`config.mk`:
```
export PLATFORM = sky130hd
export DESIGN_NAME = supmon_ctrl
export DESIGN_NICKNAME = d
export VERILOG_FILES = /design/src/rtl/supmon_pkg.sv /design/src/rtl/supmon_regs.sv /design/src/rtl/supmon_sampler.sv /design/src/rtl/supmon_status.sv /design/src/rtl/supmon_ctrl.sv
export SDC_FILE = /design/constraint.sdc
export NUM_CORES = 1
export LEC_CHECK = 0
export ABC_AREA = 1
export CAP_MARGIN = 25
export CORE_MARGIN = 3
export CORE_UTILIZATION = 35
export CTS_CLUSTER_DIAMETER = 100
export DETAILED_ROUTE_END_ITERATION = 10
export DONT_BUFFER_PORTS = 1
export PLACE_DENSITY = 0.48
export SLEW_MARGIN = 20
export SYNTH_ARGS = -nofsm -noshare
export SYNTH_HDL_FRONTEND = slang
export SYNTH_SLANG_ARGS = --single-unit
export TNS_END_PERCENT = 50
```
`constraint.sdc`:
```
create_clock -name clk -period 4.2 [get_ports clk]
set_input_delay 0.63 -clock clk [delete_from_list [all_inputs] [get_ports clk]]
set_output_delay 0.63 -clock clk [all_outputs]
set_load 0.005 [all_outputs]
```
`src/rtl/supmon_pkg.sv`:
```
// Shared encodings for the supply monitor controller.
// Assumes a 2-bit register select and a 9-bit register data path.
package supmon_pkg;
    localparam int THR_W  = 4;
    localparam int MODE_W = 3;
    localparam int SEL_W  = 2;
    localparam int DATA_W = 9;

    // Field positions inside the mode register
    localparam int F_THR  = 0;
    localparam int F_MODE = 4;
    localparam int F_RST  = 7;
    localparam int F_IRQ  = 8;

    typedef enum logic [SEL_W-1:0] {
        SEL_MODE = 2'd0,
        SEL_WAKE = 2'd1,
        SEL_STAT = 2'd2,
        SEL_NONE = 2'd3
    } sel_e;

    typedef enum logic [MODE_W-1:0] {
        SM_OFF   = 3'd0,
        SM_CONT  = 3'd1,
        SM_SHORT = 3'd2,
        SM_MID   = 3'd3,
        SM_LONG  = 3'd4
    } smode_e;
endpackage

```
`src/rtl/supmon_regs.sv`:
```
// Configuration registers of the supply monitor.
// Holds the threshold, the raw sampling-mode code, the reset and irq enables,
// and the wake enable. Flags a mode-register write so the sampler can restart.
// Assumes at most one write per cycle.
module supmon_regs
    import supmon_pkg::*;
(
    input  logic              clk,
    input  logic              rst_n,
    input  logic              wr_en,
    input  logic [SEL_W-1:0]  wr_sel,
    input  logic [DATA_W-1:0] wr_data,
    output logic [THR_W-1:0]  thr,
    output logic [MODE_W-1:0] mode,
    output logic              rst_en,
    output logic              irq_en,
    output logic              wake_en,
    output logic              mode_wr
);
    logic wr_mode, wr_wake;

    // Decode which register the write addresses
    always_comb begin
        wr_mode = wr_en && (wr_sel == SEL_MODE);
        wr_wake = wr_en && (wr_sel == SEL_WAKE);
        mode_wr = wr_mode;
    end

    // Mode register fields
    always_ff @(posedge clk) begin
        if (!rst_n) begin
            thr    <= '0;
            mode   <= '0;
            rst_en <= 1'b0;
            irq_en <= 1'b0;
        end else if (wr_mode) begin
            thr    <= wr_data[F_THR +: THR_W];
            mode   <= wr_data[F_MODE +: MODE_W];
            rst_en <= wr_data[F_RST];
            irq_en <= wr_data[F_IRQ];
        end
    end

    // Wake register
    always_ff @(posedge clk) begin
        if (!rst_n)       wake_en <= 1'b0;
        else if (wr_wake) wake_en <= wr_data[0];
    end
endmodule

```
`src/rtl/supmon_sampler.sv`:
```
// Sampling-period generator. A free-running counter, cleared by a mode write,
// sets when the comparator is enabled. Duty-cycled modes strobe once per
// 2**LOG_x cycles, continuous mode holds the enable, other codes mean off.
// Assumes LOG_SHORT < LOG_MID < LOG_LONG.
module supmon_sampler
    import supmon_pkg::*;
#(
    parameter int LOG_SHORT = 5,
    parameter int LOG_MID   = 8,
    parameter int LOG_LONG  = 11
)(
    input  logic              clk,
    input  logic              rst_n,
    input  logic [MODE_W-1:0] mode,
    input  logic              restart,
    output logic              en,
    output logic              off
);
    localparam int CNT_W = LOG_LONG;

    logic [CNT_W-1:0] cnt_q;

    // Period counter, restarted on every mode write
    always_ff @(posedge clk) begin
        if (!rst_n)       cnt_q <= '0;
        else if (restart) cnt_q <= '0;
        else              cnt_q <= cnt_q + 1'b1;
    end

    // Enable selection per sampling mode
    always_comb begin
        en  = 1'b0;
        off = 1'b0;
        case (mode)
            SM_CONT:  en = 1'b1;
            SM_SHORT: en = &cnt_q[LOG_SHORT-1:0];
            SM_MID:   en = &cnt_q[LOG_MID-1:0];
            SM_LONG:  en = &cnt_q[LOG_LONG-1:0];
            default:  off = 1'b1;
        endcase
    end
endmodule

```
`src/rtl/supmon_status.sv`:
```
// Measurement capture and request generation.
// The live flag follows each measurement, and the sticky flag records
// detections until cleared. A detection wins over a clear in the same cycle.
// Reset and wake requests are one-cycle registered pulses.
module supmon_status (
    input  logic clk,
    input  logic rst_n,
    input  logic meas,
    input  logic off,
    input  logic below,
    input  logic clr,
    input  logic rst_en,
    input  logic wake_en,
    input  logic irq_en,
    output logic live,
    output logic sticky,
    output logic rst_req,
    output logic wake_req,
    output logic irq
);
    logic detect;

    // A detection is a measurement that reports low supply
    always_comb detect = meas && below;

    // Live flag: refreshed on measurement, cleared while off
    always_ff @(posedge clk) begin
        if (!rst_n)    live <= 1'b0;
        else if (meas) live <= below;
        else if (off)  live <= 1'b0;
    end

    // Sticky flag: set by detection, cleared by a status read
    always_ff @(posedge clk) begin
        if (!rst_n)      sticky <= 1'b0;
        else if (detect) sticky <= 1'b1;
        else if (clr)    sticky <= 1'b0;
    end

    // Request pulses towards the power controller
    always_ff @(posedge clk) begin
        if (!rst_n) begin
            rst_req  <= 1'b0;
            wake_req <= 1'b0;
        end else begin
            rst_req  <= detect && rst_en;
            wake_req <= detect && wake_en;
        end
    end

    // Interrupt: sticky flag gated by its enable
    always_comb irq = sticky && irq_en;
endmodule

```
`src/rtl/supmon_ctrl.sv`:
```
// Top of the supply monitor controller: registers, sampler and status,
// plus the read multiplexer. A read of the status select clears the sticky
// flag at the closing edge. Assumes cmp_below is synchronous to clk.
module supmon_ctrl
    import supmon_pkg::*;
#(
    parameter int LOG_SHORT = 5,
    parameter int LOG_MID   = 8,
    parameter int LOG_LONG  = 11
)(
    input  logic              clk,
    input  logic              rst_n,
    input  logic              wr_en,
    input  logic [SEL_W-1:0]  wr_sel,
    input  logic [DATA_W-1:0] wr_data,
    input  logic              rd_en,
    input  logic [SEL_W-1:0]  rd_sel,
    output logic [DATA_W-1:0] rd_data,
    input  logic              cmp_below,
    output logic              cmp_en,
    output logic [THR_W-1:0]  cmp_thresh,
    output logic              rst_req,
    output logic              wake_req,
    output logic              irq
);
    logic [MODE_W-1:0] mode_q;
    logic              rst_en_q, irq_en_q, wake_en_q, mode_wr;
    logic              off, live_q, sticky_q, stat_clr;

    supmon_regs u_regs (
        .clk(clk), .rst_n(rst_n), .wr_en(wr_en), .wr_sel(wr_sel), .wr_data(wr_data),
        .thr(cmp_thresh), .mode(mode_q), .rst_en(rst_en_q), .irq_en(irq_en_q),
        .wake_en(wake_en_q), .mode_wr(mode_wr)
    );

    supmon_sampler #(.LOG_SHORT(LOG_SHORT), .LOG_MID(LOG_MID), .LOG_LONG(LOG_LONG)) u_smp (
        .clk(clk), .rst_n(rst_n), .mode(mode_q), .restart(mode_wr), .en(cmp_en), .off(off)
    );

    // Status read strobe
    always_comb stat_clr = rd_en && (rd_sel == SEL_STAT);

    supmon_status u_stat (
        .clk(clk), .rst_n(rst_n), .meas(cmp_en), .off(off), .below(cmp_below),
        .clr(stat_clr), .rst_en(rst_en_q), .wake_en(wake_en_q), .irq_en(irq_en_q),
        .live(live_q), .sticky(sticky_q), .rst_req(rst_req), .wake_req(wake_req), .irq(irq)
    );

    // Read multiplexer
    always_comb begin
        rd_data = '0;
        case (rd_sel)
            SEL_MODE: begin
                rd_data[F_THR +: THR_W]   = cmp_thresh;
                rd_data[F_MODE +: MODE_W] = mode_q;
                rd_data[F_RST]            = rst_en_q;
                rd_data[F_IRQ]            = irq_en_q;
            end
            SEL_WAKE: rd_data[0] = wake_en_q;
            SEL_STAT: rd_data[1:0] = {sticky_q, live_q};
            default:  rd_data = '0;
        endcase
    end
endmodule

```
==> reports/results.tsv <==
stage	metric	value	unit
sta	finalCritPeriodShare	50.8	%
clock_network	cts_tree	yes	
yosys	synth_common_cells	25 x dfxtp_1, 23 x inv_1, 21 x nor2_1, 17 x nand2_1, 16 x a21oi_1	
yosys	postSynthCellCount	157	
sta	setup_tns	0	ns
clock_network	cts_hold_buf	0	
clock_network	cts_resized	0	
layout	areaGrowthSynthToFinish	6.40	%
yosys	synth_nets	177	
critical_path	path_class	reg -> out	
clock_network	clk_path_buf_depth	2	
floorplan	die_area	4020	um2
status	outcome	complete, no violations	
detailed_routing	vias_per_cell	4.73	
floorplan	start_util	37.2	%
power_and_ir_drop	switchingPower	101	uW
layout	n_antenna_cell	0	
yosys	synth_edf_count	0	
yosys	netlist_top_cells_area	dfxtp_1 43%, inv_1 7.5%, a21oi_1 6.9%, nor2_1 6.8%, nand3_1 5.6%	
yosys	synth_ff_type	dfxtp_1	
yosys	avgSynthCellArea	7.35	um2
clock_network	clkSinkCount	25	
power_and_ir_drop	swShare	25.8	%
sta	worstMarginPinSlew	0.281	ns
power_and_ir_drop	clockPowerShare	28.6	%
sta	finalMaxSlewViolations	0	
clock_network	insertion_delay	0.33	ns
power_and_ir_drop	pwr-share-seq	64.0	%
global_route	grt_pass1_wl	3.84	mm
sta	worst_slack	2.07	ns
place	dpl.hpwl	1.78	mm
yosys	async_flop_share	0	%
critical_path	worstPathArrival	1.50	ns
yosys	yosysMostFrequentCell	dfxtp_1	
power_and_ir_drop	intPower	290	uW
critical_path	endpoint_kind	output pin	
detailed_routing	ant_nets	0	
global_route	antenna_found_initial	0	
sta	rsz0062_at_grt	no	
detailed_routing	wl_per_cell	11.4	um
detailed_routing	routed-via-count	960	
clock_network	path_clk_slew	0.15	ns
yosys	ys_warn_count	0	
clock_network	cts_setup_buffers	0	
min_path	hp-class	in -> reg	
floorplan	dieHeight	63.4	um
clock_network	clock-root-buffer	clkbuf_4	
critical_path	critPathMaxFanout	3	
yosys	synth_top_area_share	43.4	%
detailed_routing	wl	2.31	mm
yosys	ys_types	22	
detailed_routing	drt_pre_antenna_iters	4	
critical_path	worstPathRequired	3.57	ns
global_route	grt_max_degree	17	
clock_network	numCtsBuffers	3	
layout	final_layout_size_suffix_gt1_share	14.5	%
sta	fin_skew	0.0118	ns
sta	slew_headroom	81.2	%
place	place_congestion	0.763	
yosys	synth_top_area_cell	dfxtp_1	
sta	hold_viol_final	0	
floorplan	chipWidth	63.4	um
global_route	gr-total-overflow	0	
sta	fmax	469	MHz
yosys	synth.yosys.seq_area_share	43.4	%
power_and_ir_drop	p_comb_share	7.4	%
floorplan	io_pins	35	
job	cap_violations	0	
detailed_routing	drc	0	
sta	setup_viol_count_final	0	
layout	final_net_count	180	
yosys	synth_seq_cells	25	
power_and_ir_drop	vdd_ir_drop_max	0.112	mV
place	io_buffers	0	
global_route	grt_usage	11.8	%
detailed_routing	drt_iter0_markers	33	
global_route	grt_pass1_vias	855	
sta	period_needed	2.13	ns
critical_path	worstSetupStartpointType	flip-flop	
yosys	netlist_area	1150	um2
place	dp_worst_setup_slack	2.42	ns
power_and_ir_drop	power_density	318	nW/um2
clock_network	htreeDepth	1	
floorplan	num_rows	20	
floorplan	core	3100	um2
power_and_ir_drop	cellLeakagePower	0.000472	uW
==> cell families (layout without fill, tap and decap cells) <==
kind of cell,Yosys count,after routing,share of synthesized area (%)
AND/OR/NAND/NOR,64,64,28.0
AO/OA/AOI/OAI,36,36,16.6
buffers and inverters,30,32,9.87
flip-flops,25,25,43.4
adder cells (fa/ha/maj),2,2,2.17
==> sequential cells by signal (all words and copies together) (netlist names) <==
register         count
u_regs.irq_en        1
u_regs.mode          3
u_regs.rst_en        1
u_regs.thr           4
u_regs.wake_en       1
u_smp.cnt_q         11
u_stat.live          1
u_stat.rst_req       1
u_stat.sticky        1
u_stat.wake_req      1
==> worst max-delay path, cell delays in order (launching register included) <==
cell and delay [ns]:
dfxtp_1 0.36, ha_1 0.23, nand3_2 0.10, inv_1 0.05
ha_1 0.18, o21ai_2 0.16, nand2_2 0.11
==> cell type report <==
type	count	area (um2)
tap	44	55.1
inverter	28	105
clock inverter	1	5.00
multi-input combinational	102	539
fill	340	1880
sequential	25	500
clock buffer	3	22.5
==> per-layer routing <==
metal  part of all wire [%]  routed length [um]  GRT usage [%]
met5                      0                   0              0
met4                    1.6                  38           5.66
met3                    6.0                 139           3.39
met2                     46                1060           19.4
met1                     46                1070           14.0
==> power by group through the flow <==
stage	clock [uW]	sequential, uW	combinational, uW
final	112	250	29.1
after global routing	126	251	33.6
after CTS	116	250	29.6
after detailed placement	0	255	29.5
after global placement	0	255	28.7
after floorplan	0	254	25.5
==> final timing paths <==
kind | start | endpoint | slack, ns | depth (start not counted)
min reg2reg | u_smp.cnt_q[10] | u_smp.cnt_q[10] | 0.46 | 2
max | u_smp.cnt_q[0] | cmp_en | 2.07 | 6
min | rst_n | u_regs.wake_en | 0.41 | 2
max reg2reg | u_smp.cnt_q[0] | u_stat.live | 2.78 | 8
==> placed cells by master (no fill, tap or decap) <==
master	Yosys	routed
nand2_2	1	1
inv_1	23	23
ha_1	2	2
clkinv_2	0	1
a21oi_1	16	16
dfxtp_1	25	25
nand2_4	1	1
nand3_1	13	13
o21ai_1	5	5
nand2_1	17	17
nor2_1	21	21
nor3b_1	1	1
nand3_2	3	3
nor3_2	3	3
o21ai_2	1	1
or3_1	1	1
a21oi_2	2	2
nor2_4	1	1
nor2_2	2	2
clkbuf_4	0	3
inv_2	5	5
o21ai_0	12	12
==> metrics by stage <==
step                power [uW]  hold WS, ns  util, %  cell area [um2]  std cells
global route               411        0.402     39.6             1230        203
CTS                        396        0.409     39.6             1230        203
floorplan                  280        0.424        -             1150        157
detailed placement         285        0.443     38.7             1200        199
finish                     391        0.414     39.6             1230        203
global placement           284        0.432     38.7             1200        199
No activity file was read; power rests on OpenSTA's default activity.
